[config.mk]
export PLATFORM = sky130hd
export DESIGN_NAME = mbx_host_port
export DESIGN_NICKNAME = d
export VERILOG_FILES = /design/src/rtl/mbx_pkg.sv /design/src/rtl/mbx_decode.sv /design/src/rtl/mbx_ptr.sv /design/src/rtl/mbx_status.sv /design/src/rtl/mbx_host_port.sv
export SDC_FILE = /design/constraint.sdc
export NUM_CORES = 1
export LEC_CHECK = 0
export ABC_AREA = 0
export CAP_MARGIN = 20
export CORE_MARGIN = 3
export CORE_UTILIZATION = 47
export CTS_CLUSTER_SIZE = 24
export DETAILED_ROUTE_END_ITERATION = 16
export GPL_TIMING_DRIVEN = 1
export PLACE_DENSITY = 0.83
export SLEW_MARGIN = 25
export SYNTH_ARGS = -nofsm -noshare
export SYNTH_HDL_FRONTEND = slang
export SYNTH_SLANG_ARGS = --single-unit
[constraint.sdc]
create_clock -name clk -period 3.8 [get_ports clk]
set_input_delay 0.57 -clock clk [delete_from_list [all_inputs] [get_ports clk]]
set_output_delay 0.57 -clock clk [all_outputs]
set_load 0.05 [all_outputs]
[src/rtl/mbx_pkg.sv]
package mbx_pkg;
  localparam int BYTE_W = 8;
  localparam int PTR_W  = 2 * BYTE_W;

  // status bit positions (host-visible layout)
  localparam int SB_AINC = 1;
  localparam int SB_RUN  = 2;
  localparam int SB_BELL = 3;
  localparam int SB_F0   = 4;
  localparam int SB_F1   = 5;
  localparam int SB_PINT = 6;

  typedef enum logic [2:0] {
    TGT_PHI,
    TGT_PLO,
    TGT_STAT,
    TGT_RAM,
    TGT_DEV
  } tgt_e;

  typedef enum logic [1:0] {
    ST_IDLE,
    ST_ISSUE,
    ST_WAIT
  } st_e;
endpackage

[src/rtl/mbx_decode.sv]
module mbx_decode
  import mbx_pkg::*;
#(
  parameter int DEV_IDX_W = 4
) (
  input  logic [DEV_IDX_W:0]   addr,
  output tgt_e                 tgt,
  output logic [DEV_IDX_W-1:0] idx
);
  // priority: device window, RAM, status, pointer low, pointer high
  always_comb begin
    idx = addr[DEV_IDX_W-1:0];
    if (addr[DEV_IDX_W])  tgt = TGT_DEV;
    else if (addr[2])     tgt = TGT_RAM;
    else if (addr[1])     tgt = TGT_STAT;
    else if (addr[0])     tgt = TGT_PLO;
    else                  tgt = TGT_PHI;
  end
endmodule

[src/rtl/mbx_ptr.sv]
module mbx_ptr
  import mbx_pkg::*;
(
  input  logic              clk,
  input  logic              rst_n,
  input  logic              ld_hi,
  input  logic              ld_lo,
  input  logic [BYTE_W-1:0] data,
  input  logic              inc,
  output logic [PTR_W-1:0]  ptr
);
  always_ff @(posedge clk or negedge rst_n) begin
    if (!rst_n)     ptr <= '0;
    else if (ld_hi) ptr <= {data, ptr[BYTE_W-1:0]};
    else if (ld_lo) ptr <= {ptr[PTR_W-1:BYTE_W], data};
    else if (inc)   ptr <= ptr + 1'b1;
  end

  AST_PTR_STEP: assert property (@(posedge clk) disable iff (!rst_n)
    (inc && !ld_hi && !ld_lo) |=> (ptr == $past(ptr) + 1'b1));
endmodule

[src/rtl/mbx_status.sv]
module mbx_status
  import mbx_pkg::*;
(
  input  logic              clk,
  input  logic              rst_n,
  input  logic              port_clr,
  input  logic              wr_stat,
  input  logic [BYTE_W-1:0] wdata,
  input  logic              emb_wr,
  input  logic [BYTE_W-1:0] emb_wdata,
  input  logic              periph_int,
  input  logic              bypass,
  output logic [BYTE_W-1:0] stat_rd,
  output logic [BYTE_W-1:0] emb_rd,
  output logic              ainc,
  output logic              cpu_reset_n,
  output logic              host_irq,
  output logic              doorbell
);
  logic       run_q, ainc_q, pint_q, irq_q, bell_q;
  logic [1:0] flg_q, flg_clr, flg_set, flg_nxt;
  logic [BYTE_W-1:0] stat_raw;

  always_comb begin
    flg_clr = wr_stat ? wdata[SB_F1:SB_F0] : 2'b00;
    flg_set = emb_wr  ? emb_wdata[3:2]    : 2'b00;
    flg_nxt = (flg_q & ~flg_clr) | flg_set;   // set wins
  end

  always_ff @(posedge clk or negedge rst_n) begin
    if (!rst_n) begin
      run_q  <= 1'b0;
      ainc_q <= 1'b0;
      pint_q <= 1'b0;
      flg_q  <= 2'b00;
      irq_q  <= 1'b0;
      bell_q <= 1'b0;
    end else begin
      pint_q <= periph_int;
      bell_q <= wr_stat && wdata[SB_BELL] && !port_clr;
      if (port_clr) begin
        run_q <= 1'b0;
        flg_q <= 2'b00;
        irq_q <= 1'b0;
      end else begin
        if (wr_stat) begin
          run_q  <= wdata[SB_RUN];
          ainc_q <= wdata[SB_AINC];
        end
        flg_q <= flg_nxt;
        irq_q <= |flg_nxt;
      end
    end
  end

  always_comb begin
    stat_raw = {1'b1, pint_q, flg_q, 1'b0, run_q, ainc_q, 1'b0};
    stat_rd  = bypass ? (stat_raw | 8'h01) : {2'b10, stat_raw[5:0]};
    emb_rd   = {4'b0000, flg_q, 2'b00};
  end

  assign ainc        = ainc_q;
  assign cpu_reset_n = run_q;
  assign host_irq    = irq_q;
  assign doorbell    = bell_q;

  AST_BELL_SRC: assert property (@(posedge clk) disable iff (!rst_n)
    doorbell |-> $past(wr_stat && wdata[SB_BELL]));
  AST_RUN_SRC: assert property (@(posedge clk) disable iff (!rst_n)
    $rose(cpu_reset_n) |-> $past(wr_stat && wdata[SB_RUN]));
  AST_IRQ_SRC: assert property (@(posedge clk) disable iff (!rst_n)
    $rose(host_irq) |-> $past(emb_wr && (emb_wdata[3:2] != 2'b00)));
  AST_SET_WINS: assert property (@(posedge clk) disable iff (!rst_n)
    (emb_wr && emb_wdata[2] && !port_clr) |=> emb_rd[2]);
endmodule

[src/rtl/mbx_host_port.sv]
module mbx_host_port
  import mbx_pkg::*;
#(
  parameter int DEV_IDX_W = 4,
  localparam int ADDR_W   = DEV_IDX_W + 1
) (
  input  logic                 clk,
  input  logic                 rst_n,
  input  logic                 port_clr,
  input  logic                 req_valid,
  output logic                 req_ready,
  input  logic                 req_we,
  input  logic [ADDR_W-1:0]    req_addr,
  input  logic [BYTE_W-1:0]    req_wdata,
  output logic                 rsp_valid,
  output logic [BYTE_W-1:0]    rsp_data,
  output logic                 ram_valid,
  input  logic                 ram_ready,
  output logic                 ram_we,
  output logic [PTR_W-1:0]     ram_addr,
  output logic [BYTE_W-1:0]    ram_wdata,
  input  logic [BYTE_W-1:0]    ram_rdata,
  output logic                 per_valid,
  output logic                 per_we,
  output logic [DEV_IDX_W-1:0] per_idx,
  output logic [BYTE_W-1:0]    per_wdata,
  input  logic [BYTE_W-1:0]    per_rdata,
  input  logic                 bypass,
  input  logic                 periph_int,
  input  logic                 emb_wr,
  input  logic [BYTE_W-1:0]    emb_wdata,
  output logic [BYTE_W-1:0]    emb_rd,
  output logic                 emb_doorbell,
  output logic                 cpu_reset_n,
  output logic                 host_irq
);
  st_e                  st_q;
  tgt_e                 tgt;
  logic [DEV_IDX_W-1:0] dec_idx;
  logic [PTR_W-1:0]     ptr;
  logic [BYTE_W-1:0]    stat_rd;
  logic                 ainc;
  logic                 accept, wr_stat, ld_hi, ld_lo, ext_fire, ptr_inc;
  logic                 hold_we, hold_dev;
  logic [BYTE_W-1:0]    hold_wdata;
  logic [DEV_IDX_W-1:0] hold_idx;
  logic                 rsp_v_q;
  logic [BYTE_W-1:0]    rsp_d_q;

  mbx_decode #(.DEV_IDX_W(DEV_IDX_W)) u_dec (
    .addr (req_addr),
    .tgt  (tgt),
    .idx  (dec_idx)
  );

  assign req_ready = (st_q == ST_IDLE);
  assign accept    = req_valid && req_ready;
  assign wr_stat   = accept && req_we && (tgt == TGT_STAT);
  assign ld_hi     = accept && req_we && (tgt == TGT_PHI);
  assign ld_lo     = accept && req_we && (tgt == TGT_PLO);
  assign ext_fire  = (st_q == ST_ISSUE) && (hold_dev || ram_ready);
  assign ptr_inc   = ext_fire && !hold_dev && ainc;

  mbx_ptr u_ptr (
    .clk   (clk),
    .rst_n (rst_n),
    .ld_hi (ld_hi),
    .ld_lo (ld_lo),
    .data  (req_wdata),
    .inc   (ptr_inc),
    .ptr   (ptr)
  );

  mbx_status u_stat (
    .clk         (clk),
    .rst_n       (rst_n),
    .port_clr    (port_clr),
    .wr_stat     (wr_stat),
    .wdata       (req_wdata),
    .emb_wr      (emb_wr),
    .emb_wdata   (emb_wdata),
    .periph_int  (periph_int),
    .bypass      (bypass),
    .stat_rd     (stat_rd),
    .emb_rd      (emb_rd),
    .ainc        (ainc),
    .cpu_reset_n (cpu_reset_n),
    .host_irq    (host_irq),
    .doorbell    (emb_doorbell)
  );

  always_ff @(posedge clk or negedge rst_n) begin
    if (!rst_n) begin
      st_q       <= ST_IDLE;
      hold_we    <= 1'b0;
      hold_dev   <= 1'b0;
      hold_wdata <= '0;
      hold_idx   <= '0;
      rsp_v_q    <= 1'b0;
      rsp_d_q    <= '0;
    end else begin
      rsp_v_q <= 1'b0;
      unique case (st_q)
        ST_IDLE: if (accept) begin
          unique case (tgt)
            TGT_PHI: if (!req_we) begin
              rsp_v_q <= 1'b1;
              rsp_d_q <= ptr[PTR_W-1:BYTE_W];
            end
            TGT_PLO: if (!req_we) begin
              rsp_v_q <= 1'b1;
              rsp_d_q <= ptr[BYTE_W-1:0];
            end
            TGT_STAT: if (!req_we) begin
              rsp_v_q <= 1'b1;
              rsp_d_q <= stat_rd;
            end
            TGT_RAM: begin
              hold_we    <= req_we;
              hold_wdata <= req_wdata;
              hold_dev   <= 1'b0;
              st_q       <= ST_ISSUE;
            end
            TGT_DEV: begin
              if (bypass) begin
                hold_we    <= req_we;
                hold_wdata <= req_wdata;
                hold_idx   <= dec_idx;
                hold_dev   <= 1'b1;
                st_q       <= ST_ISSUE;
              end else if (!req_we) begin
                rsp_v_q <= 1'b1;
                rsp_d_q <= '0;
              end
            end
            default: ;
          endcase
        end
        ST_ISSUE: if (ext_fire) st_q <= hold_we ? ST_IDLE : ST_WAIT;
        ST_WAIT: begin
          rsp_v_q <= 1'b1;
          rsp_d_q <= hold_dev ? per_rdata : ram_rdata;
          st_q    <= ST_IDLE;
        end
        default: st_q <= ST_IDLE;
      endcase
    end
  end

  assign rsp_valid = rsp_v_q;
  assign rsp_data  = rsp_d_q;
  assign ram_valid = (st_q == ST_ISSUE) && !hold_dev;
  assign ram_we    = hold_we;
  assign ram_addr  = ptr;
  assign ram_wdata = hold_wdata;
  assign per_valid = (st_q == ST_ISSUE) && hold_dev;
  assign per_we    = hold_we;
  assign per_idx   = hold_idx;
  assign per_wdata = hold_wdata;

  AST_RAM_HOLD: assert property (@(posedge clk) disable iff (!rst_n)
    (ram_valid && !ram_ready) |=> (ram_valid && $stable(ram_addr) && $stable(ram_wdata)));
  AST_DEV_GATE: assert property (@(posedge clk) disable iff (!rst_n)
    $rose(per_valid) |-> $past(bypass));
endmodule

Word-level counts from Yosys, hierarchy flattened:

Index checks and enable logic that the tools add are counted.

* $add $sub $neg: 1
* equal/unequal tests: 18
* muxes and demuxes: 40
* bitwise operators: 5
* reductions and logical operators: 31

Operators by type and width (number)
* $mux W8: 8
* $mux W16: 3
* $pmux W8 S2: 2
* $pmux W8 S4: 1
* $ne A3 B3 Y1 const B: 6
* $add A16 B1 Y16 const B: 1
* $mux W2: 7
* $logic_and A1 B1 Y1: 12
* $reduce_and A4 Y1: 3
* $reduce_bool A2 Y1: 5
* $mux W1: 9
* $mux W3: 3
* $pmux W1 S2: 4
* $pmux W2 S2: 2
* $reduce_and A8 Y1: 1
* $mux W7: 1
* $eq A3 B2 Y1 const B: 2
* $ne A2 B2 Y1 const B: 3
* $reduce_and A2 Y1: 3
* $ne A5 B1 Y1 const B: 1
* $eq A3 B1 Y1 const B: 1
* $eq A3 B3 Y1 const B: 1
* $logic_not A3 Y1: 1
* $ne A3 B1 Y1 const B: 1
* other kinds (12): 14

* register bits after elaboration: 48
* input bits: 46
* output and inout bits: 61
* word-level logic and storage cells: 110

Depth between registers and ports, before layout:

Gate-level depths: netlist of run 1.

* depth in word-level cells: 12
* depth in mapped cells: 6

Hierarchy:

A second synthesis of run 1 with hierarchy kept.

* cell total of the unflattened synthesis: 310
* area, all modules: 3025.4 um^2

By module, submodules not included
* mbx_host_port: times used 1, cells an instance 146, area an instance 1547.7 um^2
* mbx_ptr: times used 1, cells an instance 119, area an instance 1039.7 um^2
* mbx_status: times used 1, cells an instance 35, area an instance 374.1 um^2
* mbx_decode: times used 1, cells an instance 10, area an instance 63.8 um^2

Worst setup path before layout of run 1:

Ideal clock, no wire load.

* path kind: register to register
* start point: register st_q[1]
* end point: register hold_idx[0], in the netlist per_idx[0]
* library setup time: 0.125 ns
* arrival time: 2.099 ns
* setup slack: 1.576 ns
* cell stages (with the launch flop): 6
* clock period less this slack: 2.224 ns
* path through: dfrtp_1 clkbuf_1 nor2_1 and4_1 clkbuf_1 mux2_2

* cells in the longest elaborated chain, start to end: 3

Ends and longest elaborated chain
* start, declared: line mbx_host_port.sv:37 `st_e st_q;`
* start signal, assigned: line mbx_host_port.sv:139 `ST_ISSUE: if (ext_fire) st_q <= hold_we ? ST_IDLE : ST_WAIT;`
* $logic_not A2 Y1 (*): line mbx_host_port.sv:56 `assign req_ready = (st_q == ST_IDLE);`
* via req_ready: line mbx_host_port.sv:11 `output logic req_ready,`
* $logic_and A1 B1 Y1: line mbx_host_port.sv:57 `assign accept = req_valid && req_ready;`
* $reduce_and A4 Y1 (no source line) (*)
* end signal, assigned: line mbx_host_port.sv:128 `hold_idx <= dec_idx;`
* end, declared: line mbx_host_port.sv:46 `logic [DEV_IDX_W-1:0] hold_idx;`

The timed path passes the listed nets; every way through them passes the cells marked *.
A chain may end at the register's enable or synchronous reset.

Worst setup path in the final report of run 1:

* start point: register st_q[1]
* end point: output port ram_valid

* cells in the longest elaborated chain, start to end: 2

Ends and longest elaborated chain
* $eq A2 B1 Y1: line mbx_host_port.sv:152 `assign ram_valid = (st_q == ST_ISSUE) && !hold_dev;`
* $logic_and A1 B1 Y1: line mbx_host_port.sv:152
* end, declared: line mbx_host_port.sv:17 `output logic ram_valid,`

Every way passes these cells.

==> impl_results.md, run 1 <==
* Clock sink total at 48
* CP endpoint kind: output port
* H-tree levels at 2
* WP data required at 3.23 ns
* Synth Area in Simple Gates at 0.197
* Gpl congestion at 0.888
* Antenna violations before repair at 0
* Post-CTS Resized at 0
* Slowest cell on crit path: clkdlybuf4s50_1
* #FFs+latches synth at 48
* Dominant synthesized flop cell: dfrtp_1
* Cts hold-fix bufs at 0
* Largest cells by area after synthesis: dfrtp_1 (46%), mux2_2 (6.0%), buf_4 (4.3%), nand2_1 (4.0%), a21oi_1 (3.2%)
* DRT Pass-1 Iters at 5
* Flop2flop setup slack at 1.44 ns
* Max_cap viols at 0
* Fraction of layout cells with a size suffix above 1 at 0.0883
* Global-route usage over all layers at 0.234
* XOR/XNOR share of the synthesized area at 0.0266
* Fin. max-slew vios at 0
* Syn avg cell area at ~9.9 um2
* Largest net degree at the start of global routing at 49
* Post-DP HPWL at 5450 um
* Layout fillers at approximately 440
* Kind of cell adding the most delay to the critical path: buffers and inverters
* Number of synthesized flops with an enable pin at 0
* Vias per cell at around 5.7
* Ports at ~110
* Post-CTS Repair Setup Buffers at 0
* Non-Filler Instances at ~420
* Initial Util at 0.500
* VDD IR max at roughly 0.5 mV
* Count leader, synth: dfrtp_1
* Critical Path, Cell by Cell: or3b_1 > inv_1 > clkdlybuf4s50_1
* WL final at 7380 um
* Chip height at 80.9 um
* Main combinational cell family by area after synthesis: simple AND/OR/NAND/NOR gates
* Grt total ovfl at 0
* Mux share of post-synthesis cell area at 0.0902
* PortBufs at 94
* Worst setup path class: reg2out
* Asr flop ratio synth at 1.00
* Via count at approximately 2400
* Yosys warning total at 0
* Min Tclk post-route at 3.03 ns
* Post-synth cell types at 52
* CTS tree: done
* Status: completed
* Critical Path Source Type: flop
* CTS Root Cell: clkbuf_8
* Reg clk slew, reported paths at 0.08 ns
* Yosys top cell by area: dfrtp_1
* DR iter-0 viols at approximately 180
* Fmax at ~330 MHz
* Critical path peak fanout at 13
* Worst-skew pair later-pin latency at 0.30 ns
* Pwr/cell area at 751 nW/um2
* Share of Yosys cell area claimed by the top area cell type at 0.456
* Core area at 5270 um2
* Post-DRT Antenna Nets at 0
* Buffers plus inverters on the worst setup path at 2
* Fin. Hold Viols at 0
* R2r startpoint: st_q[1]
* Register area share after synthesis at 0.456
* Setup crit start: st_q[1]
* Mapped cell area at 2640 um2
* Type of the worst min-delay path: in2async
* Synth cell count leaders: dfrtp_1 (48), nand2_1 (28), a21oi_1 (17), nor2_1 (17), buf_4 (15)
* Synth Area in Compound Gates at 0.157
* First-pass GRT wire length at approximately 12000 um
* Final setup fails at 0
* Unrepaired setup endpoints after global routing: false
* Num CTS Buffers at 5
* Worst-margin pin slew at 0.776 ns
* Layout Area Growth over Synthesis at 38.6%
* ANT cells at 0
* Placed insts at between 400 and 500
* Vias in the first global route at around 2400
* DR WL/cell at 17.5 um
* Crit path arrival time at 2.46 ns
* Nets at 397
* Leak at 0.00147 uW
* Setup TNS at 0 ns
* Die area at 6540 um2
* Final worst path period share at 0.797
* Worst slew margin at 0.478
* Final core utilization at 0.693
* Slowest stage delay, CP at 0.83 ns
* Cell count after synthesis at 267
* Final Power at around 2700 uW
* Layout Skew at slightly below 0.01 ns
* Die W at 80.9 um
* Adder-cell share of the synthesized area at 0.00475
* FP Rows at 26
* DRC viols at 0
* Longest Clk Path Bufs at 2
==> cells by family (layout without fill, tap and decap cells) <==
group,Yosys count,after routing
DFF,48,48
and+or+nand+nor,96,96
muxes,22,22
buffers and inverters,30,109
adders and majority gates,1,1
other,1,6
xor gates and xnor gates,8,8
AOI/OAI and AO/OA,61,61
==> per-layer routing <==
metal	part of all wire	GRT usage
met5	0	0
met4	0.0065	0.0473
met3	0.083	0.0565
met2	0.48	0.392
met1	0.43	0.310
==> final timing paths <==
kind	endpoint	cells after the start
max	ram_valid	3
min	rsp_data[1]	1
max in group asynchronous	u_ptr.ptr[9]	1
min in group clk	rsp_data[7]	2
max reg2reg	u_ptr.ptr[11]	4
min reg2reg	rsp_data[7]	2
==> report_power, final <==
part           internal, uW  total [uW]  switching (uW)
Combinational           532        1510             980
Sequential              669         867             198
Clock                   195         364             169
Total                  1400        2740            1350
==> metrics by stage <==
stage                     hold WS, ns  cell area, um2  worst slack (ns)
after floorplan                 0.274            2660              1.58
after global placement          0.462            3540              1.12
after detailed placement        0.468            3550              1.11
after CTS                       0.298            3650             0.758
after global routing            0.311            3650             0.701
final                           0.268            3650             0.771
==> layout by cell type (no fill, tap or decap), types with 3 or more instances in the layout <==
cell type and n:
clkdlybuf4s50_1 93, dfrtp_1 48, nand2_1 28, nor2_1 17, a21oi_1 17, mux2_2 14, o21ai_0 10, mux2i_1 8
nand3_1 8, a21o_1 8, nand4_1 7, a221o_1 7, xnor2_1 6, nor4_1 6, conb_1 6, clkbuf_8 5
buf_4 5, and2_1 4, a31oi_1 4, inv_1 3, a211oi_1 3, nor3_1 3, or4_1 3
==> flip-flops by register name, summed over array words and instances, names as in the netlist <==
| register | cells |
|---|---|
| per_wdata | 8 |
| u_stat.ainc | 1 |
| rsp_data | 8 |
| per_idx | 4 |
| u_stat.flg_q | 2 |
| st_q | 2 |
| u_stat.host_irq | 1 |
| u_stat.pint_q | 1 |
| hold_dev | 1 |
| per_we | 1 |
| u_stat.cpu_reset_n | 1 |
| rsp_valid | 1 |
| u_stat.doorbell | 1 |
| u_ptr.ptr | 16 |
==> final cells by class <==
class / instances / area, um2 / area share
well taps: 70 / 87.6 / 0.0240
clock inverters: 2 / 35.0 / 0.00959
repair buffers: 98 / 968 / 0.265
inverters: 3 / 11.3 / 0.00308
multi-input cells: 194 / 1280 / 0.350
clock buffers: 6 / 72.6 / 0.0199
flip-flops and latches: 48 / 1200 / 0.329
(Power assumes the default switching activity.)
==> run 2: changes to the inputs <==
- CORE_UTILIZATION: 47 -> 43
- PLACE_DENSITY: 0.83 -> 0.77
- clock period: 3.8 -> 2.9 ns (I/O delays scaled with it)
==> impl_results.md, run 2 (synthesis results as in run 1) <==
* Status: completed
* Reg clk slew, reported paths at 0.08 ns (about the same)
* Max reg flops at 16 (unchanged)
* Post-CTS Resized at 0 (unchanged)
* VDD IR max at 0.492 mV (-2.0%)
* Final Power at 3540 uW (+29%)
* WL final at 7580 um (+2.7%)
* RR Endpoint: u_ptr.ptr[15]
* Via count at 2392 (+0.25%)
* Die W at 84.3 um (+4.2%)
* Layout Skew at 0.00431 ns (-0.00545 ns)
* CP endpoint kind: output port
* Buffers plus inverters on the worst setup path at 1 (-1)
* Critical path peak fanout at 13 (unchanged)
* Worst setup path class: reg2out
* Worst hold slack at 0.138 ns (-0.130 ns)
* Fin. Hold Viols at 0 (unchanged)
* Fin. max-slew vios at 0 (unchanged)
* Largest net degree at the start of global routing at 49 (unchanged)
* Global-route usage over all layers at 0.219 (-0.0150)
* Critical Path Source Type: flop
* FP Rows at 27 (+3.8%)
* Final core utilization at 0.641 (-0.0525)
* Chip height at 84.3 um (+4.2%)
* Initial Util at 0.462 (-0.0385)
* Worst-skew pair later-pin latency at 0.30 ns (about the same)
* Vias per cell at 5.62 (-0.93%)
* Longest Clk Path Bufs at 2 (unchanged)
* Most frequent cells in the layout: clkdlybuf4s50_1 (92), dfrtp_1 (48), nand2_1 (28), nor2_1 (17), a21oi_1 (17)
* DRC viols at 0 (unchanged)
* Reg with most FFs: u_ptr.ptr
* Post-DRT Antenna Nets at 0 (unchanged)
* CTS tree: done
* Crit path arrival time at 1.90 ns (-0.56 ns)
* Antenna violations before repair at 0 (unchanged)
* Clock sink total at 48 (unchanged)
* Kind of cell adding the most delay to the critical path: buffers and inverters
* Grt total ovfl at 0 (unchanged)
* Commonest non-fill, non-tap cell in the layout: clkdlybuf4s50_1
* Fraction of layout cells with a size suffix above 1 at 0.0960 (+0.00773)
* Post-DP HPWL at 5700 um (+4.6%)
* DRT Pass-1 Iters at 4 (-1)
* Nets at 400 (+0.76%)
* DR WL/cell at 17.8 um (+1.5%)
* Final setup fails at 0 (unchanged)
* PortBufs at 94 (unchanged)
* Slowest cell on crit path: clkdlybuf4s50_1
* Core area at 5710 um2 (+8.3%)
* Type of the worst min-delay path: in2async
* Final worst path period share at 0.804
* Final WS setup at 0.570 ns (-0.201 ns)
* Layout Area Growth over Synthesis at 38.8%
* First-pass GRT wire length at 12500 um (+5.6%)
* Worst slew margin at 0.596 (+0.118)
* Flop2flop setup slack at 0.70 ns (-0.74 ns)
* Die area at 7110 um2 (+8.6%)
* Critical Path, Cell by Cell: and3b_1 > clkdlybuf4s50_1
* Slowest stage delay, CP at 0.80 ns (-0.03 ns)
* CP Depth at 2 (-1)
* Num CTS Buffers at 5 (unchanged)
* DR iter-0 viols at 202 (+13%)
* Setup TNS at 0 ns (unchanged)
* CTS Root Cell: clkbuf_8
* Fmax at 429 MHz
* Worst-margin pin slew at 0.606 ns (-0.170 ns)
* Min Tclk post-route at 2.33 ns
* Leak at 0.00148 uW (+0.42%)
* Gpl congestion at 0.891 (+0.35%)
* ANT cells at 0 (unchanged)
* Cts hold-fix bufs at 0 (unchanged)
* Unrepaired setup endpoints after global routing: false
* R2r startpoint: st_q[1]
* Ports at 107 (unchanged)
* Dpl ws at 0.538 ns (-0.574 ns)
* Worst reg2reg path depth at 6 (+2)
* Max_cap viols at 0 (unchanged)
* Post-CTS Repair Setup Buffers at 0 (unchanged)
* WP data required at 2.47 ns (-0.76 ns)
* H-tree levels at 2 (unchanged)
* Vias in the first global route at 2464 (+2.0%)
* Pwr/cell area at 967 nW/um2 (+29%)
## run 2: worst max-delay path by stage
stage | from | endpoint
after floorplan | st_q[1] | per_idx[0]
after global placement | req_addr[4] | u_ptr.ptr[1]
after detailed placement | req_addr[4] | u_ptr.ptr[1]
after CTS | st_q[1] | per_valid
after global routing | st_q[1] | req_ready
final | st_q[1] | per_valid
## run 2: per-layer routing
layer,GRT usage,up-vias,part of all wire
met5,0,-,0
met4,0.0804,0,0.023
met3,0.0422,17,0.067
met2,0.341,110,0.46
met1,0.303,1129,0.45
li1,-,1136,-
## run 2: stage by stage
| step | std cells | instance area [um2] |
|---|---|---|
| 2_1_floorplan | 272 | 2660 |
| 3_3_place_gp | 418 | 3570 |
| 3_5_place_dp | 418 | 3570 |
| 4_1_cts | 426 | 3660 |
| 5_1_grt | 426 | 3660 |
| 6_report | 426 | 3660 |
## run 2: where the power goes
part           internal (uW)  leakage, uW  switching [uW]
sequential               877     0.000606             266
combinational            701     0.000828            1280
clock                    195    0.0000455             215
## run 2: final cells by class
| cell class | instances | area (um2) |
|---|---|---|
| well taps | 72 | 90.1 |
| clock buffers | 8 | 90.1 |
| multi-input cells | 194 | 1280 |
| repair buffers | 101 | 988 |
| fillers | 490 | 2050 |
| inverters | 3 | 11.3 |
| flip-flops and latches | 48 | 1200 |
